<file path="src/rtl/replay_pkg.sv">
package replay_pkg;

    localparam int RQ_DEPTH = 8;
    localparam int RQ_IDXW  = 4;

    typedef enum logic [1:0] {
        RSN_SUSP    = 2'd0,
        RSN_UNSAFE  = 2'd1,
        RSN_RSTWAIT = 2'd2,
        RSN_RSVD    = 2'd3
    } rsn_e;

    // Reserved code is folded onto the translation-refusal kind
    function automatic rsn_e rsn_norm(input logic [1:0] code);
        rsn_e r;
        r = rsn_e'(code);
        if (r == RSN_RSVD) r = RSN_UNSAFE;
        return r;
    endfunction

endpackage

</file>
<file path="src/rtl/rq_wake_eval.sv">
module rq_wake_eval
    import replay_pkg::*;
#(
    parameter int IDXW = RQ_IDXW,
    localparam int NIDX = 1 << IDXW
) (
    input  rsn_e            rsn,
    input  logic [IDXW-1:0] idx,
    input  logic [NIDX-1:0] safe_vec,
    input  logic [NIDX-1:0] unsusp_vec,
    input  logic            rst_done,
    output logic            wake
);
    logic safe_hit;
    logic unsusp_hit;

    always_comb begin
        safe_hit   = safe_vec[idx];
        unsusp_hit = unsusp_vec[idx];
        wake       = safe_hit;
        unique case (rsn)
            RSN_SUSP:    wake = safe_hit | unsusp_hit;
            RSN_RSTWAIT: wake = safe_hit | rst_done;
            default:     wake = safe_hit;
        endcase
    end

endmodule

</file>
<file path="src/rtl/rq_oldest_pick.sv">
module rq_oldest_pick #(
    parameter int DEPTH = 8,
    parameter int IDXW  = 4,
    localparam int SW   = $clog2(DEPTH)
) (
    input  logic [DEPTH-1:0]      cand,
    input  logic [DEPTH*IDXW-1:0] idx_flat,
    input  logic [IDXW-1:0]       head,
    output logic                  found,
    output logic [SW-1:0]         slot
);
    logic [IDXW-1:0] best_age;
    logic [IDXW-1:0] age;

    always_comb begin
        found    = 1'b0;
        slot     = '0;
        best_age = '1;
        age      = '0;
        for (int i = 0; i < DEPTH; i++) begin
            age = idx_flat[i*IDXW +: IDXW] - head;
            if (cand[i] && (!found || age < best_age)) begin
                found    = 1'b1;
                slot     = SW'(i);
                best_age = age;
            end
        end
    end

endmodule

</file>
<file path="src/rtl/rq_free_find.sv">
module rq_free_find #(
    parameter int DEPTH = 8,
    localparam int SW   = $clog2(DEPTH)
) (
    input  logic [DEPTH-1:0] used,
    output logic             has_free,
    output logic [SW-1:0]    slot
);
    always_comb begin
        has_free = 1'b0;
        slot     = '0;
        for (int i = DEPTH - 1; i >= 0; i--) begin
            if (!used[i]) begin
                has_free = 1'b1;
                slot     = SW'(i);
            end
        end
    end

endmodule

</file>
<file path="src/rtl/replay_sched.sv">
module replay_sched
    import replay_pkg::*;
#(
    parameter int DEPTH = RQ_DEPTH,
    parameter int IDXW  = RQ_IDXW,
    localparam int SW   = $clog2(DEPTH),
    localparam int NIDX = 1 << IDXW
) (
    input  logic            clk,
    input  logic            rst_n,
    input  logic [IDXW-1:0] head_idx,
    input  logic            ins_valid,
    input  logic [IDXW-1:0] ins_idx,
    input  logic [1:0]      ins_reason,
    output logic            ins_stall,
    input  logic [NIDX-1:0] safe_pulse,
    input  logic [NIDX-1:0] unsusp_pulse,
    input  logic            reset_cmd_done,
    input  logic            flush_valid,
    input  logic [IDXW-1:0] flush_idx,
    output logic            iss_valid,
    output logic [IDXW-1:0] iss_idx
);
    typedef struct packed {
        logic            vld;
        logic            elg;
        logic [IDXW-1:0] idx;
        rsn_e            rsn;
    } ent_t;

    typedef struct packed {
        ent_t [DEPTH-1:0] ent;
    } st_t;

    st_t st_q, st_d;

    logic [DEPTH-1:0]      used_vec;
    logic [DEPTH*IDXW-1:0] idx_flat;
    logic [DEPTH-1:0]      wake_vec;
    logic [DEPTH-1:0]      flush_hit;
    logic [DEPTH-1:0]      cand_vec;
    logic [IDXW-1:0]       flush_age;
    logic [IDXW-1:0]       ins_age;
    rsn_e                  ins_rsn;
    logic                  ins_wake;
    logic                  ins_flushed;
    logic                  has_free;
    logic [SW-1:0]         free_slot;
    logic                  pick_found;
    logic [SW-1:0]         pick_slot;

    // Flattened views of the stored entries
    always_comb begin
        for (int i = 0; i < DEPTH; i++) begin
            used_vec[i]                = st_q.ent[i].vld;
            idx_flat[i*IDXW +: IDXW]   = st_q.ent[i].idx;
        end
    end

    // Per-entry wake evaluation; one extra copy serves the insert port
    for (genvar g = 0; g < DEPTH; g++) begin : g_wake
        rq_wake_eval #(.IDXW(IDXW)) u_wake (
            .rsn        (st_q.ent[g].rsn),
            .idx        (st_q.ent[g].idx),
            .safe_vec   (safe_pulse),
            .unsusp_vec (unsusp_pulse),
            .rst_done   (reset_cmd_done),
            .wake       (wake_vec[g])
        );
    end

    assign ins_rsn = rsn_norm(ins_reason);

    rq_wake_eval #(.IDXW(IDXW)) u_ins_wake (
        .rsn        (ins_rsn),
        .idx        (ins_idx),
        .safe_vec   (safe_pulse),
        .unsusp_vec (unsusp_pulse),
        .rst_done   (reset_cmd_done),
        .wake       (ins_wake)
    );

    // Flush range and issue candidates
    always_comb begin
        flush_age   = flush_idx - head_idx;
        ins_age     = ins_idx - head_idx;
        ins_flushed = flush_valid && (ins_age >= flush_age);
        for (int i = 0; i < DEPTH; i++) begin
            flush_hit[i] = flush_valid && st_q.ent[i].vld &&
                           ((st_q.ent[i].idx - head_idx) >= flush_age);
            cand_vec[i]  = st_q.ent[i].vld && st_q.ent[i].elg && !flush_hit[i];
        end
    end

    rq_oldest_pick #(.DEPTH(DEPTH), .IDXW(IDXW)) u_pick (
        .cand     (cand_vec),
        .idx_flat (idx_flat),
        .head     (head_idx),
        .found    (pick_found),
        .slot     (pick_slot)
    );

    rq_free_find #(.DEPTH(DEPTH)) u_free (
        .used     (used_vec),
        .has_free (has_free),
        .slot     (free_slot)
    );

    assign iss_valid = pick_found;
    assign iss_idx   = st_q.ent[pick_slot].idx;
    assign ins_stall = ins_valid && !has_free;

    // Next-state computation
    always_comb begin
        st_d = st_q;
        for (int i = 0; i < DEPTH; i++) begin
            if (flush_hit[i] || (pick_found && (pick_slot == SW'(i)))) begin
                st_d.ent[i].vld = 1'b0;
                st_d.ent[i].elg = 1'b0;
            end else if (st_q.ent[i].vld && wake_vec[i]) begin
                st_d.ent[i].elg = 1'b1;
            end
        end
        if (ins_valid && has_free && !ins_flushed) begin
            st_d.ent[free_slot].vld = 1'b1;
            st_d.ent[free_slot].elg = ins_wake;
            st_d.ent[free_slot].idx = ins_idx;
            st_d.ent[free_slot].rsn = ins_rsn;
        end
    end

    always_ff @(posedge clk) begin
        if (!rst_n) begin
            st_q <= '0;
        end else begin
            st_q <= st_d;
        end
    end

endmodule

</file>
<file path="config.mk">
export PLATFORM = sky130hd
export DESIGN_NAME = replay_sched
export DESIGN_NICKNAME = d
export VERILOG_FILES = /design/src/rtl/replay_pkg.sv /design/src/rtl/rq_wake_eval.sv /design/src/rtl/rq_oldest_pick.sv /design/src/rtl/rq_free_find.sv /design/src/rtl/replay_sched.sv
export SDC_FILE = /design/constraint.sdc
export NUM_CORES = 1
export LEC_CHECK = 0
export ABC_AREA = 0
export BUFFER_PORTS_ARGS = -buffer_cell sky130_fd_sc_hd__buf_2
export CAP_MARGIN = 5
export CORE_MARGIN = 10
export CORE_UTILIZATION = 50
export DETAILED_ROUTE_END_ITERATION = 8
export GPL_ROUTABILITY_DRIVEN = 0
export GPL_TIMING_DRIVEN = 0
export PLACE_DENSITY = 0.77
export SYNTH_ARGS = -nofsm -noshare
export SYNTH_HDL_FRONTEND = slang
export SYNTH_SLANG_ARGS = --single-unit
</file>
<file path="constraint.sdc">
create_clock -name clk -period 28.4 [get_ports clk]
set_input_delay 5.68 -clock clk [delete_from_list [all_inputs] [get_ports clk]]
set_output_delay 5.68 -clock clk [all_outputs]
set_load 0.005 [all_outputs]
</file>
# Word-level counts from Yosys, hierarchy flattened
# Index checks and enable logic that the tools add are counted.
# totals
n_memories	0
elab_cells	330
mem_bits_rw	0
register_bits	64
in_bits	51
rom_bits	0
latchBits	0
# op_classes
bitwise_logic	18
n_div	0
n_mux	123
n_mul	0
n_reduce_logical	102
n_lt_le_gt_ge	28
shift	0
n_eq_ne	17
n_addsub	10
# op_table
op	count
bitwise mux 64 bit	4
demux 8 bit (select 3 bit)	4
binary-select mux 1 bit (select 4 bit)	18
two-way mux 64 bit	1
logical AND 1 bit	60
two-way mux 1 bit	59
less-than comparator 4 x 5 -> 1 bit, second input constant	9
subtractor 4 bit	10
>= comparator 4 bit	9
two-way mux 3 bit	12
less-than comparator 4 bit	7
two-way mux 4 bit	7
binary-select mux 8 bit (select 3 bit)	1
== test 2 bit, second input constant	10
zero test 2 bit	9
OR 1 bit	18
case mux 1 bit (2 select lines)	9
zero test 1 bit	17
logical OR 1 bit	15
== test 3 bit, second input constant	4
two-way mux 6 bit	2
less-than comparator 3 x 4 -> 1 bit, second input constant	2
two-way mux 2 bit	4
two-way mux 8 bit	1
other kinds (5)	6

# Longest topological paths before layout
# Gate-level depths: netlist (run 1).
# depth
word_depth	43
ltp_mapped	72
mapped_depth_nobuf	70

# Cells and area by module
# From an unflattened synthesis (run 1), not the netlist that was laid out.
# unflattened
cells_unflattened	1040
hier_area_um2	9811.9
# by_module_without_submodules
mod	cells_each	instances	area_each_um2
replay_sched	510	1	4789.6
rq_wake_eval	26	9	309.0
rq_oldest_pick	280	1	2162.1
rq_free_find	16	1	78.8

# Worst setup path before layout (run 1)
# Ideal clock, no wire load.
# synth_timing
path_kind	input to output
startpoint	input head_idx[1]
endpoint	output iss_idx[0]
cell_stages	62
slack_ps	3194
t_required_ps	22720
arrival_time_ps	19526
cell_sequence	inv_1 > fa_1 > inv_1 > ha_1 > nor3b_1 > a211oi_1 > nor2_1 > o211ai_2 > a21o_1 > nor2_1 > ha_1 > a21o_1 > a21o_1 > a21oi_1 > a211oi_2 > nor2_1 > mux2i_1 > inv_1 > (+26 left out) > ha_1 > a21oi_1 > o211ai_1 > or3b_2 > or3_1 > nand3_2 > nand2_1 > o21a_1 > ha_1 > o21a_1 > o21a_1 > a221o_1 > a221oi_1 > nor4_1 > buf_2 > o221ai_1 > a32oi_1 > o32ai_1
# synth_between
elab_chain_len	36
word_cells_on_any_way	92
cone_classes	add/sub: 9; order compare: 15; mux: 23; reduce/logical: 45
# synth_rtl
item	line	source
from (decl)	replay_sched.sv:11	input logic [IDXW-1:0] head_idx,
subtractor 4 bit, on equally long branches	rq_oldest_pick.sv:21, replay_sched.sv:90, replay_sched.sv:85	
>= comparator 4 bit	replay_sched.sv:90	((st_q.ent[i].idx - head_idx) >= flush_age);
logical AND 1 bit	replay_sched.sv:89	flush_hit[i] = flush_valid && st_q.ent[i].vld &&
zero test 1 bit	replay_sched.sv:91	cand_vec[i] = st_q.ent[i].vld && st_q.ent[i].elg && !flush_hit[i];
logical AND 1 bit	replay_sched.sv:91	
two-way mux 4 bit / two-way mux 1 bit (equally long branches)	rq_oldest_pick.sv:22	if (cand[i] && (!found || age < best_age)) begin
less-than comparator 4 bit / zero test 1 bit (equally long branches)	rq_oldest_pick.sv:22	
logical OR 1 bit	rq_oldest_pick.sv:22	
(+20 left out)	-	
logical AND 1 bit	rq_oldest_pick.sv:22	
two-way mux 4 bit / two-way mux 1 bit (equally long branches)	rq_oldest_pick.sv:22	
less-than comparator 4 bit / zero test 1 bit (equally long branches)	rq_oldest_pick.sv:22	
logical OR 1 bit	rq_oldest_pick.sv:22	
logical AND 1 bit	rq_oldest_pick.sv:22	
two-way mux 3 bit *	rq_oldest_pick.sv:22	
binary-select mux 8 bit (select 3 bit) *	replay_sched.sv:110	assign iss_idx = st_q.ent[pick_slot].idx;
two-way mux 6 bit (not written as such) *	replay_sched.sv:110	
to (decl)	replay_sched.sv:22	output logic [IDXW-1:0] iss_idx
# Mark *: on every way between the ends. The rest lies on a longest branch, timed or not. The select of a mux whose other input is x is not followed.

# Worst setup path after layout (run 1)
# layout_timing
startpoint	input head_idx[0]
endpoint	output iss_idx[1]
# Same word-level chain as after synthesis.

==> impl_metrics.csv, run 1 <==
group,metric,value,unit
grt,grt_start_max_net_pins,21,
clock_network,clockBufferDepth,2,
floorplan,dieWidth,150.1,um
clock_network,cts_inserted_buffers,9,
floorplan,num_io_pins,57,
final_layout,fill_cells,1473,
floorplan,die_height,150.1,um
synth,async_flop_share,0,%
final_layout,drive_above_1_share,20.24,%
timing,clock_skew,0.005133,ns
final_layout,multi_input_area,6833,um2
route,first_iter_violations,798,
clock_network,clkSinkCount,64,
synth,syn_area_per_cell,9.283,um2
timing,fmax,36.59,MHz
synth,synth_area_leaders,"mux4_2 21%, dfxtp_1 15%, ha_1 8.9%",
route,firstDrtPassIters,6,
floorplan,start_util,51.00,%
synth,ys_seq_elements,64,
setup_path,cp-start-kind,"primary input",
grt,grt_pass1_vias,8041,
flow_run,maxCapViolCount,0,
timing,period_needed,27.33,ns
timing,slew_viol_final,0,
clock_network,h-tree-depth,3,
timing,setup_violations,0,
synth,synthTopCellsByCount,"85 x nor2_1, 80 x mux4_2, 76 x a21oi_1, 71 x mux2i_1, 64 x dfxtp_1",
final_layout,instances_no_fill,1203,
route,routedWlPerCell,23.38,um
final_layout,final_util,56.73,%
final_layout,fin_nets,1099,
setup_path,crit_end,"iss_idx[1]",
setup_path,critPathMostFrequentCell,"ha_1",
timing,slew_headroom,36.53,%
worst_hold_path,holdPathStages,2,
clock_network,root_buffer,"clkbuf_16",
grt,antenna_found_initial,0,
setup_path,cp.arrival,21.65,ns
worst_hold_path,hp-class,"reg2reg",
setup_path,cp_num_buf_inv,6,
status,status,"completed",
synth,ys.flop_type,"dfxtp_1",
pwr,vdd_drop_max,0.03776,mV
setup_path,ff2ff_setup_slack,12.01,ns
floorplan,rows,47,
setup_path,max_stage_delay,0.54,ns
synth,syn-cell-area,8457,um2
synth,synth.distinct_cells,86,
final_layout,antenna_cells,0,
route,route.detailed.drc,0,
floorplan,core_area,16580,um2
route,wirelength,28120,um
floorplan,die_area,22520,um2
route,antenna_left,0,
pwr,power_density,36.60,nW/um2
setup_path,crit_type,"in2out",
placement,hpwl,20970,um
clock_network,cts_tree,"done",
synth,post-synth-top-count-cell,"nor2_1",
setup_path,cp_slowest_cell,"fa_1",
clock_network,holdBufCountCts,0,
synth,yosysTopAreaCell,"mux4_2",
synth,netlist.area_leader.share,21.30,%
final_layout,register_area,1281,um2
setup_path,critical_path_required,22.72,ns
synth,synth_fp_nets,1032,
synth,ys_seq_area_share,15.15,%
timing,final_hold_viol_count,0,
timing,tightest_slew,0.9486,ns
setup_path,cp.depth,66,
synth,yosysWarnings,0,
setup_path,cp_top_family,"compound AO/OA/AOI/OAI gates",
route,viasPerCell,6.790,
synth,syn_inst,911,
placement,dp.cells,1182,
synth,synth_edf_count,0,
timing,tns,0,ns
timing,period_share,96.23,%
grt,grt_util_all_layers,24.62,%
setup_path,crit_start,"head_idx[0]",
grt,grt_pass1_wl,43790,um
route,vias,8168,
setup_path,cp-end-kind,"primary output",
timing,rsz0062_at_grt,"false",
clock_network,path_clk_slew,0.05,ns
setup_path,crit_path_max_fanout,10,
setup_path,rr_endpoint,"st_q[47]",
placement,port_buffers,51,
final_layout,area_growth,11.24,%
grt,overflow,0,
setup_path,r2r_cells,66,
pwr,p_leak,3.711,nW
clock_network,clk_latency,0.33,ns
report_power, final:
group | internal (mW) | total [mW] | switching (mW)
clock network | 0.0767 | 0.118 | 0.0417
logic | 0.0544 | 0.130 | 0.0754
registers | 0.0924 | 0.0961 | 0.00372
routing by layer:
layer,GRT usage (%),vias up,part of all wire [%]
met2,39.42,516,46
met3,4.167,76,9.9
met4,11.47,0,4.2
met1,31.75,3927,40
li1,-,3649,-
met5,0,-,0
cell type report:
class	instances	share of cell area, %
Buffer	54	2.327
Clock buffer	9	2.394
Clock inverter	7	1.024
Inverter	48	1.995
Multi-Input combinational cell	745	72.63
Sequential cell	64	13.62
Tap cell	220	2.926
Timing Repair Buffer	55	3.032
Timing Repair inverter	1	0.05320
how the worst min path moves through the flow:
stage               endpoint  startpoint  slack [ns]
CTS                 register    register        0.52
floorplan           register    register        0.47
global placement    register    register        0.50
global route        register    register        0.56
finish              register    register        0.52
detailed placement  register    register        0.51
cells in the final DEF, fill, tap and decap left out, types with 10 or more instances in the layout:
cell and n:
nand2_1 48, xnor2_1 18, inv_1 46, xor2_1 16
clkbuf_1 28, fa_1 10, mux2i_1 71, nand3_1 20
buf_1 20, nand2b_1 11, o21ai_0 30, nor2_1 85
dfxtp_1 64, mux4_2 80, nor3_1 12, o21a_1 11
a21oi_1 76, buf_2 55, a21o_1 20, ha_1 60
worst reg2reg max path, delay by kind of cell (launching register included):
family          cells  cell delay [ns]
buf+inv             6             1.45
compound gates     28             5.64
simple gates       17             4.00
mux                 5             1.72
fa+ha+maj          10             3.01
flops               1             0.48
per-stage QoR:
step / cell area [um2] / hold slack [ns] / worst slack, ns / total power [mW]
after floorplan: 8457 / 0.4749 / 3.194 / 0.1856
after global placement: 8987 / 0.5000 / 0.2117 / 0.2187
after detailed placement: 8987 / 0.5078 / -0.02765 / 0.2221
after CTS: 9313 / 0.5230 / 0.1329 / 0.3392
after global routing: 9408 / 0.5589 / 0.07838 / 0.3595
final: 9408 / 0.5224 / 1.070 / 0.3443
cells by family (layout without fill, tap and decap cells):
group / count (synthesis) / in the layout / synth area share, %
AOI/OAI and AO/OA: 230 / 230 / 18.63
xor gates and xnor gates: 37 / 37 / 4.261
adders and majority gates: 78 / 78 / 12.19
buffers and inverters: 102 / 174 / 4.720
DFF: 64 / 64 / 15.15
muxes: 161 / 161 / 31.08
and+or+nand+nor: 239 / 239 / 13.97
repair_timing:
item / CTS / global route
setup endpoints to repair: 3 / 4
gates resized for setup: 1 / 11
gates cloned: 0 / 1
setup buffers: 0 / 4
hold endpoints to repair: 0 / 0
pin swaps: 0 / 0
(Power assumes the default switching activity.)
==> run 2, diff against run 1 <==
Settings changed: CORE_MARGIN 10 to 2.
==> impl_metrics.csv, run 2 (synthesized netlist as in run 1, its figures left out) <==
group,metric,value,unit
clock_network,root_buffer,"clkbuf_16",
clock_network,cts-resized-gates,0,
timing,final_hold_viol_count,0,
floorplan,dieWidth,134.1,um
timing,slew_headroom,37.33,%
timing,rsz0062_at_grt,"false",
timing,tightest_slew,0.9329,ns
setup_path,cp-start-kind,"primary input",
clock_network,clk_latency,0.34,ns
clock_network,post_cts_buffers,0,
route,first_iter_violations,1109,
clock_network,clockBufferDepth,2,
final_layout,area_growth,9.883,%
final_layout,fin_nets,1095,
placement,dp.cells,1182,
setup_path,critical_path_required,22.72,ns
setup_path,crit_type,"in2out",
timing,setup_violations,0,
setup_path,crit_path_max_fanout,10,
grt,grt_pass1_wl,41830,um
pwr,p_total,0.3270,mW
final_layout,instances_no_fill,1199,
route,route.detailed.drc,0,
flow_run,maxCapViolCount,0,
clock_network,path_clk_slew,0.06,ns
timing,period_needed,27.53,ns
final_layout,fin_area,9293,um2
clock_network,clkSinkCount,64,
pwr,p_leak,3.669,nW
pwr,vdd_drop_max,0.03316,mV
final_layout,final_util,56.04,%
pwr,power_density,35.19,nW/um2
route,antenna_left,0,
timing,fmax,36.32,MHz
floorplan,num_io_pins,57,
route,wirelength,27210,um
route,routedWlPerCell,22.69,um
setup_path,max_stage_delay,0.62,ns
setup_path,critPathMostFrequentCell,"ha_1",
clock_network,cts_tree,"done",
route,firstDrtPassIters,8,
grt,overflow,0,
floorplan,start_util,51.00,%
placement,place_ws,0.08486,ns
timing,period_share,96.94,%
setup_path,cp.arrival,21.85,ns
floorplan,die_area,17970,um2
placement,dpl_cell_area,8987,um2
setup_path,cp_slowest_cell,"a221oi_2",
final_layout,final_cell_mix,"85 x nor2_1, 80 x mux4_2, 76 x a21oi_1, 71 x mux2i_1, 64 x dfxtp_1",
floorplan,core_area,16580,um2
clock_network,cts_inserted_buffers,9,
timing,tns,0,ns
setup_path,cp-end-kind,"primary output",
grt,grt_start_max_net_pins,21,
grt,grt_pass1_vias,7483,
placement,hpwl,20490,um
final_layout,antenna_cells,0,
final_layout,final_common_cell,"nor2_1",
final_layout,drive_above_1_share,19.41,%
floorplan,die_height,134.1,um
grt,grt_util_all_layers,30.25,%
timing,clock_skew,0.007035,ns
floorplan,rows,47,
clock_network,holdBufCountCts,0,
route,viasPerCell,6.786,
timing,slew_viol_final,0,
worst_hold_path,hp-class,"reg2reg",
status,status,"completed",
grt,antenna_found_initial,0,
clock_network,h-tree-depth,3,
route,vias,8136,
timing,fin_ws,0.8679,ns
timing,whs,0.5330,ns
placement,port_buffers,51,
run 2: cell types whose count changed in the layout (fill, tap and decap cells not counted), sizes merged:
cell	previous run	this run
buf	81	77
bufinv	2	0
clkinvlp	6	5
inv	46	47
clkbuf	37	39
run 2: area by class of cell:
class | instances | area (um2)
Buffer | 54 | 219.0
Multi-Input combinational cell | 745 | 6798
Timing Repair Buffer | 51 | 255.2
Sequential cell | 64 | 1281
Clock inverter | 5 | 32.53
Clock buffer | 11 | 242.7
Inverter | 48 | 183.9
Tap cell | 220 | 275.3
Fill cell | 1461 | 7291
Timing Repair inverter | 1 | 5.005
run 2: power breakdown:
part	switching [mW]	total (mW)	internal, mW
Sequential	0.00382	0.0962	0.0924
Clock	0.0417	0.103	0.0611
Combinational	0.0743	0.128	0.0536
Total	0.120	0.327	0.207
run 2: worst max-delay path, delay by kind of cell:
family	cells	cell delay [ns]
muxes	4	1.40
and+or+nand+nor	14	3.07
AOI/OAI and AO/OA	30	7.09
adders and majority gates	9	2.92
buffers and inverters	7	1.68
run 2: routing by layer:
layer  vias to the layer above  share of wire, %  track usage (%)
li1                       3653                 -                -
met1                      3871                41            41.91
met2                       531                46            48.52
met3                        81               9.7            2.986
met4                         0               3.9            13.04
met5                         -                 0                0
run 2: path summary, 6_finish.rpt:
path	startpoint	to	slack (ns)	cells past startpoint
worst min-delay path	register	register	0.53	2
worst min register to register	register	register	0.53	2
worst max-delay path	head_idx[1]	iss_idx[0]	0.87	64
worst max register to register	register	st_q[23]	11.89	65
==> run 3, diff against run 2 <==
Settings changed: CTS_CLUSTER_SIZE set to 12, PLACE_DENSITY 0.77 to 0.8.
Clock period 28.4 ns to 22.6 ns, I/O delays scaled along.
==> impl_metrics.csv, run 3 (synthesized netlist as in run 1, its figures left out) <==
group,metric,value,unit
setup_path,crit_path_max_fanout,7,
timing,rsz0062_at_grt,"true",
clock_network,cts_inserted_buffers,9,
final_layout,antenna_cells,0,
pwr,cell_internal_pwr,0.2989,mW
final_layout,instances_no_fill,1256,
final_layout,fill_cells,1294,
floorplan,start_util,51.00,%
final_layout,fin_nets,1153,
pwr,power_switching_share,35.06,%
placement,place_ws,-2.646,ns
floorplan,dieWidth,134.1,um
pwr,p_leak,3.998,nW
setup_path,max_stage_delay,0.63,ns
clock_network,h-tree-depth,3,
clock_network,path_clk_slew,0.05,ns
grt,grt_pass1_vias,8225,
setup_path,cp-start-kind,"primary input",
status,status,"complete, but fails checks",
grt,overflow,0,
placement,hpwl,20470,um
floorplan,die_height,134.1,um
pwr,clockPowerShare,32.9,%
setup_path,critPathMostFrequentCell,"a21o_1",
grt,grt_util_all_layers,31.51,%
timing,period_share,101.0,%
route,firstDrtPassIters,6,
timing,fmax,43.79,MHz
timing,final_hold_viol_count,0,
route,first_iter_violations,1210,
setup_path,cp.arrival,18.32,ns
route,routedWlPerCell,23.91,um
setup_path,critical_path_required,18.08,ns
clock_network,cts_tree,"done",
setup_path,ff2ff_setup_slack,7.79,ns
placement,dp.cells,1182,
timing,tightest_slew,0.9140,ns
route,wirelength,30030,um
route,vias,8800,
floorplan,num_io_pins,57,
pwr,p_sw,0.1614,mW
setup_path,cp-end-kind,"primary output",
timing,period_needed,22.84,ns
setup_path,crit_start,"head_idx[1]",
clock_network,root_buffer,"clkbuf_16",
final_layout,area_growth,20.99,%
final_layout,final_cell_mix,"80 x nor2_1, 80 x mux4_2, 70 x a21oi_1, 65 x mux2i_1, 64 x dfxtp_1",
clock_network,clk_latency,0.33,ns
timing,fin_ws,-0.2367,ns
route,route.detailed.drc,0,
pwr,p_total,0.4603,mW
final_layout,fin_area,10230,um2
final_layout,final_util,61.70,%
grt,grt_pass1_wl,43840,um
clock_network,clockBufferDepth,2,
pwr,power_density,44.98,nW/um2
pwr,power_frac_comb,40.8,%
final_layout,drive_above_1_share,28.86,%
clock_network,clkSinkCount,64,
timing,slew_headroom,39.06,%
route,antenna_left,0,
timing,clock_skew,0.009226,ns
grt,antenna_found_initial,0,
timing,slew_viol_final,0,
placement,dpl_cell_area,9001,um2
setup_path,cp_slowest_cell,"fa_2",
floorplan,rows,47,
grt,grt_start_max_net_pins,11,
placement,port_buffers,51,
pwr,seq_power_share,26.3,%
floorplan,core_area,16580,um2
worst_hold_path,hp-class,"reg2reg",
timing,setup_violations,4,
floorplan,die_area,17970,um2
status,violations,"setup timing",
route,viasPerCell,7.006,
setup_path,crit_type,"in2out",
flow_run,maxCapViolCount,0,
pwr,vdd_drop_max,0.03031,mV
-- run 3: worst paths after layout --
path                            cells past startpoint         end
worst max-delay path                               62  iss_idx[0]
worst min-delay path                                2    register
worst max register to register                     66    st_q[47]
worst min register to register                      2    register
-- run 3: stage by stage --
step / hold slack (ns) / TNS [ns]
6_report: 0.5291 / -0.8235
2_1_floorplan: 0.4749 / 0
4_1_cts: 0.5249 / 0
3_5_place_dp: 0.5115 / -10.36
3_3_place_gp: 0.4979 / -10.28
5_1_grt: 0.5482 / -2.552
-- run 3: routing by layer --
metal	part of all wire [%]	global-route usage, %	vias to the layer above
met1	36	40.20	4146
met4	6.0	15.96	0
met3	12	5.707	167
li1	-	-	3759
met2	46	51.54	728
met5	0	0	-
-- run 3: power by group through the flow --
stage / sequential [mW] / combinational [mW] / clock, mW
after floorplan: 0.121 / 0.112 / 0
after global placement: 0.123 / 0.152 / 0
after detailed placement: 0.123 / 0.156 / 0
after CTS: 0.121 / 0.168 / 0.151
after global routing: 0.121 / 0.199 / 0.155
final: 0.121 / 0.188 / 0.151
-- run 3: final cells by class --
type / instances / area (um2) / share of cell area, %
well taps: 220 / 275.3 / 2.690
multi-input cells: 745 / 7164 / 70.02
repair buffers: 111 / 754.5 / 7.373
clock inverters: 3 / 65.06 / 0.6359
repair inverters: 1 / 5.005 / 0.04891
plain buffers: 52 / 226.5 / 2.213
clock buffers: 12 / 256.5 / 2.507
flip-flops and latches: 64 / 1281 / 12.52
inverters: 48 / 203.9 / 1.993
-- run 3: worst max-delay path, delay by kind of cell --
| kind | cells | cell delay (ns) |
|---|---|---|
| buffers and inverters | 7 | 1.03 |
| adder cells (fa/ha/maj) | 9 | 2.75 |
| AO/OA/AOI/OAI | 30 | 6.63 |
| AND/OR/NAND/NOR | 12 | 2.28 |
| multiplexers | 4 | 1.04 |
-- run 3: repair_timing --
action / CTS / global route
endpoints found under the hold margin: 0 / 0
setup buffers: 28 / 32
hold buffers: 0 / 0
pin swaps: 20 / 35
gates resized for setup: 47 / 51
cloned: 1 / 0
setup endpoints to repair: 4 / 4
